==> src/rtl/mem_err_pkg.sv <==
package mem_err_pkg;

    localparam int REG_W  = 32;
    localparam int BUS_AW = 6;
    localparam int ERR_AW = 32;
    localparam int THR_W  = 16;
    localparam int REQ_N  = 2;
    localparam int REQ_CPU = 0;
    localparam int REQ_DMA = 1;

    // Register offsets (byte addresses)
    localparam logic [BUS_AW-1:0] OFS_UC_FLAG  = 6'h00;
    localparam logic [BUS_AW-1:0] OFS_UC_SET   = 6'h02;
    localparam logic [BUS_AW-1:0] OFS_UC_CLR   = 6'h04;
    localparam logic [BUS_AW-1:0] OFS_UC_ACPU  = 6'h06;
    localparam logic [BUS_AW-1:0] OFS_UC_ADMA  = 6'h08;
    localparam logic [BUS_AW-1:0] OFS_CE_FLAG  = 6'h20;
    localparam logic [BUS_AW-1:0] OFS_CE_SET   = 6'h22;
    localparam logic [BUS_AW-1:0] OFS_CE_CLR   = 6'h24;
    localparam logic [BUS_AW-1:0] OFS_CE_ACPU  = 6'h26;
    localparam logic [BUS_AW-1:0] OFS_CE_ADMA  = 6'h28;
    localparam logic [BUS_AW-1:0] OFS_CNT      = 6'h30;
    localparam logic [BUS_AW-1:0] OFS_THR      = 6'h32;
    localparam logic [BUS_AW-1:0] OFS_IFLAG    = 6'h34;
    localparam logic [BUS_AW-1:0] OFS_ICLR     = 6'h36;
    localparam logic [BUS_AW-1:0] OFS_ISET     = 6'h38;
    localparam logic [BUS_AW-1:0] OFS_IEN      = 6'h3A;

    typedef struct packed {
        logic              vld;
        logic              unc;
        logic [ERR_AW-1:0] addr;
    } err_evt_t;

    typedef struct packed {
        logic [REQ_N-1:0] set;
        logic [REQ_N-1:0] clr;
    } flag_cmd_t;

    function automatic logic [REG_W-1:0] pad_flags(input logic [REQ_N-1:0] f);
        logic [REG_W-1:0] r;
        r = '0;
        r[REQ_N-1:0] = f;
        return r;
    endfunction

endpackage

==> src/rtl/mem_err_class.sv <==
module mem_err_class
    import mem_err_pkg::*;
#(
    parameter bit MATCH_UNC = 1'b0
) (
    input  logic                          clk,
    input  logic                          rst,
    input  err_evt_t [REQ_N-1:0]          evt,
    input  flag_cmd_t                     cmd,
    output logic [REQ_N-1:0]              flags,
    output logic [REQ_N-1:0][ERR_AW-1:0]  cap_addr,
    output logic [REQ_N-1:0]              hits
);

    for (genvar r = 0; r < REQ_N; r++) begin : g_req
        assign hits[r] = evt[r].vld && (evt[r].unc == MATCH_UNC);

        always_ff @(posedge clk) begin
            if (rst) begin
                cap_addr[r] <= '0;
            end else if (hits[r]) begin
                cap_addr[r] <= evt[r].addr;
            end
        end
    end

    // Hardware hit wins over a software clear in the same cycle
    always_ff @(posedge clk) begin
        if (rst) begin
            flags <= '0;
        end else begin
            flags <= (flags & ~cmd.clr) | cmd.set | hits;
        end
    end

endmodule

==> src/rtl/mem_err_cnt.sv <==
module mem_err_cnt
    import mem_err_pkg::*;
#(
    parameter int CNT_W = 32
) (
    input  logic              clk,
    input  logic              rst,
    input  logic [REQ_N-1:0]  hits,
    input  logic [THR_W-1:0]  thr,
    input  logic              sw_set,
    input  logic              sw_clr,
    output logic [CNT_W-1:0]  cnt,
    output logic              int_flag
);

    localparam int CMP_W = (CNT_W > THR_W) ? CNT_W : THR_W;

    logic [CNT_W:0]   sum;
    logic [CNT_W-1:0] cnt_nxt;
    logic             reach;

    always_comb begin
        sum     = {1'b0, cnt} + (CNT_W+1)'($countones(hits));
        cnt_nxt = sum[CNT_W] ? {CNT_W{1'b1}} : sum[CNT_W-1:0];
        reach   = (|hits) && (CMP_W'(cnt_nxt) >= CMP_W'(thr));
    end

    always_ff @(posedge clk) begin
        if (rst) begin
            cnt      <= '0;
            int_flag <= 1'b0;
        end else begin
            cnt      <= cnt_nxt;
            int_flag <= (int_flag & ~sw_clr) | sw_set | reach;
        end
    end

endmodule

==> src/rtl/mem_err_agg.sv <==
module mem_err_agg
    import mem_err_pkg::*;
#(
    parameter int CNT_W = 32
) (
    input  logic              clk,
    input  logic              rst,
    input  logic              bus_rd,
    input  logic              bus_wr,
    input  logic [5:0]        bus_addr,
    input  logic [31:0]       bus_wdata,
    output logic [31:0]       bus_rdata,
    input  logic              wr_unlock,
    input  logic              cpu_err_vld,
    input  logic              cpu_err_unc,
    input  logic [31:0]       cpu_err_addr,
    input  logic              dma_err_vld,
    input  logic              dma_err_unc,
    input  logic [31:0]       dma_err_addr,
    output logic              ce_irq
);

    err_evt_t [REQ_N-1:0]             evt;
    flag_cmd_t                        uc_cmd, ce_cmd;
    logic [REQ_N-1:0]                 uc_flags, ce_flags, uc_hits, ce_hits;
    logic [REQ_N-1:0][ERR_AW-1:0]     uc_addr, ce_addr;
    logic [CNT_W-1:0]                 ce_count;
    logic                             ce_int_flag;
    logic [THR_W-1:0]                 thr_q;
    logic                             ien_q;
    logic                             wr_open, wr_prot;
    logic                             isel_set, isel_clr;

    assign evt[REQ_CPU] = '{vld: cpu_err_vld, unc: cpu_err_unc, addr: cpu_err_addr};
    assign evt[REQ_DMA] = '{vld: dma_err_vld, unc: dma_err_unc, addr: dma_err_addr};

    assign wr_open = bus_wr;
    assign wr_prot = bus_wr && wr_unlock;

    always_comb begin
        uc_cmd.set = (wr_prot && bus_addr == OFS_UC_SET) ? bus_wdata[REQ_N-1:0] : '0;
        uc_cmd.clr = (wr_prot && bus_addr == OFS_UC_CLR) ? bus_wdata[REQ_N-1:0] : '0;
        ce_cmd.set = (wr_open && bus_addr == OFS_CE_SET) ? bus_wdata[REQ_N-1:0] : '0;
        ce_cmd.clr = (wr_open && bus_addr == OFS_CE_CLR) ? bus_wdata[REQ_N-1:0] : '0;
        isel_set   = wr_prot && bus_addr == OFS_ISET && bus_wdata[0];
        isel_clr   = wr_prot && bus_addr == OFS_ICLR && bus_wdata[0];
    end

    mem_err_class #(.MATCH_UNC(1'b1)) u_unc (
        .clk(clk), .rst(rst), .evt(evt), .cmd(uc_cmd),
        .flags(uc_flags), .cap_addr(uc_addr), .hits(uc_hits)
    );

    mem_err_class #(.MATCH_UNC(1'b0)) u_cor (
        .clk(clk), .rst(rst), .evt(evt), .cmd(ce_cmd),
        .flags(ce_flags), .cap_addr(ce_addr), .hits(ce_hits)
    );

    mem_err_cnt #(.CNT_W(CNT_W)) u_cnt (
        .clk(clk), .rst(rst), .hits(ce_hits), .thr(thr_q),
        .sw_set(isel_set), .sw_clr(isel_clr),
        .cnt(ce_count), .int_flag(ce_int_flag)
    );

    always_ff @(posedge clk) begin
        if (rst) begin
            thr_q <= '0;
            ien_q <= 1'b0;
        end else begin
            if (wr_prot && bus_addr == OFS_THR) thr_q <= bus_wdata[THR_W-1:0];
            if (wr_prot && bus_addr == OFS_IEN) ien_q <= bus_wdata[0];
        end
    end

    assign ce_irq = ce_int_flag & ien_q;

    always_comb begin
        bus_rdata = '0;
        if (bus_rd) begin
            case (bus_addr)
                OFS_UC_FLAG: bus_rdata = pad_flags(uc_flags);
                OFS_UC_ACPU: bus_rdata = uc_addr[REQ_CPU];
                OFS_UC_ADMA: bus_rdata = uc_addr[REQ_DMA];
                OFS_CE_FLAG: bus_rdata = pad_flags(ce_flags);
                OFS_CE_ACPU: bus_rdata = ce_addr[REQ_CPU];
                OFS_CE_ADMA: bus_rdata = ce_addr[REQ_DMA];
                OFS_CNT:     bus_rdata = REG_W'(ce_count);
                OFS_THR:     bus_rdata = REG_W'(thr_q);
                OFS_IFLAG:   bus_rdata = REG_W'(ce_int_flag);
                OFS_IEN:     bus_rdata = REG_W'(ien_q);
                default:     bus_rdata = '0;
            endcase
        end
    end

endmodule

==> config.mk <==
export PLATFORM = sky130hd
export DESIGN_NAME = mem_err_agg
export DESIGN_NICKNAME = d
export VERILOG_FILES = /design/src/rtl/mem_err_pkg.sv /design/src/rtl/mem_err_class.sv /design/src/rtl/mem_err_cnt.sv /design/src/rtl/mem_err_agg.sv
export SDC_FILE = /design/constraint.sdc
export NUM_CORES = 1
export LEC_CHECK = 0
export BUFFER_PORTS_ARGS = -buffer_cell sky130_fd_sc_hd__buf_2
export CELL_PAD_IN_SITES_DETAIL_PLACEMENT = 0
export CELL_PAD_IN_SITES_GLOBAL_PLACEMENT = 1
export CORE_ASPECT_RATIO = 1.75
export CORE_MARGIN = 4
export CORE_UTILIZATION = 25
export CTS_CLUSTER_DIAMETER = 120
export CTS_CLUSTER_SIZE = 20
export DETAILED_ROUTE_END_ITERATION = 10
export GPL_ROUTABILITY_DRIVEN = 0
export MAX_ROUTING_LAYER = met4
export PLACE_DENSITY = 0.53
export SLEW_MARGIN = 40
export SYNTH_ARGS = -nofsm -noshare
export SYNTH_HDL_FRONTEND = slang
export SYNTH_SLANG_ARGS = --single-unit
==> constraint.sdc <==
create_clock -name clk -period 7.1 [get_ports clk]
set_input_delay 1.42 -clock clk [delete_from_list [all_inputs] [get_ports clk]]
set_output_delay 1.42 -clock clk [all_outputs]
set_load 0.02 [all_outputs]
==> flow_summary.json <==
{
  "status": "finished clean",
  "cts_max_path_buffers": 2,
  "post-route-min-period_ps": 5479,
  "maxSlewHeadroom_pct": 49.68,
  "grt_pass1_vias": 8222,
  "layout-drive-gt1-share_pct": 16.02,
  "endpoint_kind": "flop",
  "clkLatencyLatePin_ps": 450,
  "p_leak_nw": 4.000,
  "rsz0062_at_grt": "false",
  "routed_wl_mm": 31.44,
  "port_buffers": 127,
  "cp.arrival_ps": 5790,
  "syn_area_um2": 8810,
  "die_w_um": 149.9,
  "synth_seq_cells": 182,
  "synthCells": 1146,
  "drt-initial-drc-count": 499,
  "num-fill-cells": 3915,
  "ys_top_cells_by_area": "dfxtp_1, nand2_1, a21oi_1, mux2i_1, a221oi_1",
  "critPathLaunchType": "primary input",
  "ys_async_sr_fraction_pct": 0,
  "yosys_warnings": 0,
  "synth_xor_area_share_pct": 2.485,
  "die_h_um": 256.3,
  "grt_use_total_pct": 17.01,
  "synth_top_area_cell": "dfxtp_1",
  "required_ps": 7410,
  "place_hpwl_mm": 22.05,
  "cts_setup_buffers": 0,
  "layout_worst_path_cycle_share_pct": 77.17,
  "final_hold_viol_count": 0,
  "vdd_drop_max_mv": 0.1776,
  "drv_cap": 0,
  "dp.cells": 1670,
  "grt_max_degree": 78,
  "initial_core_util_pct": 25.40,
  "cts_root_buffer": "clkbuf_16",
  "synth_mux_area_share_pct": 5.795,
  "dr.max_layer_used": "met4",
  "synth_top_cell_area_share_pct": 41.36,
  "nNetsFinal": 1362,
  "grt_pass1_wl_mm": 48.81,
  "synth_nets": 1278,
  "cts_tree": "done",
  "core_um2": 34680,
  "power_density_nw_per_um2": 215.9,
  "route.met2.wl_mm": 15.90,
  "drc_errors": 0,
  "multi_input_area_um2": 4763,
  "seq_area_um2": 3643,
  "row_count": 90,
  "synthAdderAreaFrac_pct": 3.068,
  "syn2layout_area_growth_pct": 19.36,
  "synth.avg_cell_area_um2": 7.687,
  "drt-met1-wl_mm": 13.81,
  "clock.fmax_ghz": 0.1825,
  "synthFlopType": "dfxtp_1",
  "antenna_found_initial": 2,
  "setup_viol": 0,
  "finalMaxSlewViolations": 0,
  "avgViaCountPerCell": 4.784,
  "cts.sinks": 182,
  "ys_seq_area_share_pct": 41.36,
  "layout.cells.non_filler": 1704,
  "whs_ps": 453.5,
  "synth_cell_types": 58,
  "wl_met3_um": 845,
  "ant_nets": 0,
  "die-area_um2": 38420,
  "wire_per_inst_um": 18.45,
  "hold_buffers": 0,
  "vias": 8152,
  "first_pass_iters": 4,
  "synth-compound-area-share_pct": 18.97,
  "cts_resized": 0,
  "worstSetupPathType": "in2reg",
  "cp_max_fo": 20,
  "clk_pin_slew_ps": 70,
  "synth_edf_count": 0,
  "grt_overflow": 0,
  "cts_made_buffers": 17,
  "tns_ps": 0,
  "r2r_slack_ps": 3020,
  "htreeDepth": 4,
  "synth_top_family_by_area": "simple AND/OR/NAND/NOR gates",
  "worst_pin_slew_ps": 754.8,
  "fin_worst_skew_ps": 10.35,
  "synthSimpleGateAreaFrac_pct": 23.32,
  "ios": 144,
  "hold_class": "reg2reg"
}
-- per-stage QoR --
| stage | util (%) | instance area, µm² | power, mW | setup slack [ps] |
|---|---|---|---|---|
| after floorplan | - | 8810 | 1.213 | 1358 |
| after global placement | 28.54 | 9898 | 1.303 | 1154 |
| after detailed placement | 28.55 | 9902 | 1.306 | 1138 |
| after CTS | 30.28 | 10500 | 2.306 | 1574 |
| after global routing | 30.32 | 10520 | 2.370 | 1163 |
| final | 30.32 | 10520 | 2.270 | 1621 |
-- layer usage --
metal	global-route usage, %	up-vias
met5	-	-
met4	6.158	0
met3	2.527	38
met2	28.24	155
met1	20.85	3840
li1	-	4119
-- cells by family after synthesis --
logic type,count (synthesis)
simple gates,467
fa+ha+maj,21
compound gates,288
mux,51
xor+xnor,25
buf+inv,112
flops,182
-- cells in the mapped netlist, types with 2 or more instances --
| master | n |
|---|---|
| nor4_4 | 2 |
| nor4b_1 | 2 |
| a21o_1 | 5 |
| nor3_1 | 10 |
| xnor2_1 | 9 |
| a21oi_1 | 191 |
| and2_1 | 5 |
| a22oi_1 | 13 |
| o21ai_0 | 24 |
| nor2b_1 | 6 |
| inv_1 | 23 |
| a211oi_1 | 2 |
| buf_1 | 10 |
| nor4_1 | 6 |
| a221oi_1 | 31 |
| nand2_1 | 311 |
| mux2i_1 | 51 |
| clkbuf_1 | 64 |
| a31oi_1 | 6 |
| dfxtp_1 | 182 |
| ha_1 | 20 |
| nor2_1 | 67 |
| nand4_1 | 14 |
| and4_1 | 3 |
| and3_1 | 7 |
| nand2b_1 | 7 |
| a311oi_1 | 3 |
| buf_2 | 11 |
| nand3_1 | 15 |
| a31o_1 | 2 |
| clkbuf_2 | 2 |
| xor2_1 | 16 |
-- worst paths after layout --
check,from,end,depth (start not counted)
max,cpu_err_unc,u_cnt.int_flag$_SDFF_PP0_,19
min,u_cor.cap_addr[6]$_SDFFE_PP0P_,u_cor.cap_addr[6]$_SDFFE_PP0P_,2
max reg2reg,u_cnt.cnt[0]$_SDFF_PP0_,u_cnt.int_flag$_SDFF_PP0_,15
min reg2reg,u_cor.cap_addr[6]$_SDFFE_PP0P_,u_cor.cap_addr[6]$_SDFFE_PP0P_,2
-- flip-flops by register name, indices dropped and copies added, names as in the netlist --
register,count
ien_q,1
thr_q,16
u_cnt.cnt,32
u_cnt.int_flag,1
u_cor.cap_addr,64
u_cor.flags,2
u_unc.cap_addr,64
u_unc.flags,2
-- where the power goes --
| part | switching, mW | internal (mW) |
|---|---|---|
| Combinational | 0.130 | 0.0699 |
| Clock | 0.436 | 0.557 |
| Sequential | 0.0199 | 1.06 |
-- placed cells by master, fill, tap and decap left out, drive strengths merged, types with 6 or more instances in the layout --
| cell | count |
|---|---|
| a21oi | 191 |
| and3 | 7 |
| nor2b | 6 |
| mux2i | 51 |
| nor4 | 8 |
| a22oi | 13 |
| dfxtp | 182 |
| nor2 | 67 |
| xnor2 | 9 |
| a31oi | 6 |
| nand2b | 7 |
| o21ai | 24 |
| nor3 | 12 |
| ha | 20 |
| a221oi | 31 |
| nand2 | 311 |
| clkbuf | 21 |
| nand4 | 15 |
| nand3 | 15 |
| buf | 153 |
| xor2 | 16 |
| inv | 25 |
-- worst max-delay path, cell delays in order --
cell       delay, ps
buf_2            100
nand2b_1         160
buf_4            220
ha_1             300
ha_1             170
inv_1             60
fa_1             430
nand4b_4         260
nor4_4           320
nand2_1          100
or2_1            510
buf_4            310
nand2_1           70
ha_1             230
a21o_1           160
a2111oi_0        380
nand3_1          120
nor4_1           310
a311oi_1         150
-- final cells by class --
| class | instances | share of cell area, % |
|---|---|---|
| antenna | 2 | 0.04760 |
| clock buffer | 21 | 4.569 |
| clock inverter | 10 | 1.142 |
| inverter | 24 | 0.8567 |
| multi-input combinational | 852 | 45.30 |
| sequential | 182 | 34.65 |
| tap | 460 | 5.474 |
| timing repair buffer | 153 | 7.960 |
No activity file was read; power rests on OpenSTA's default activity.
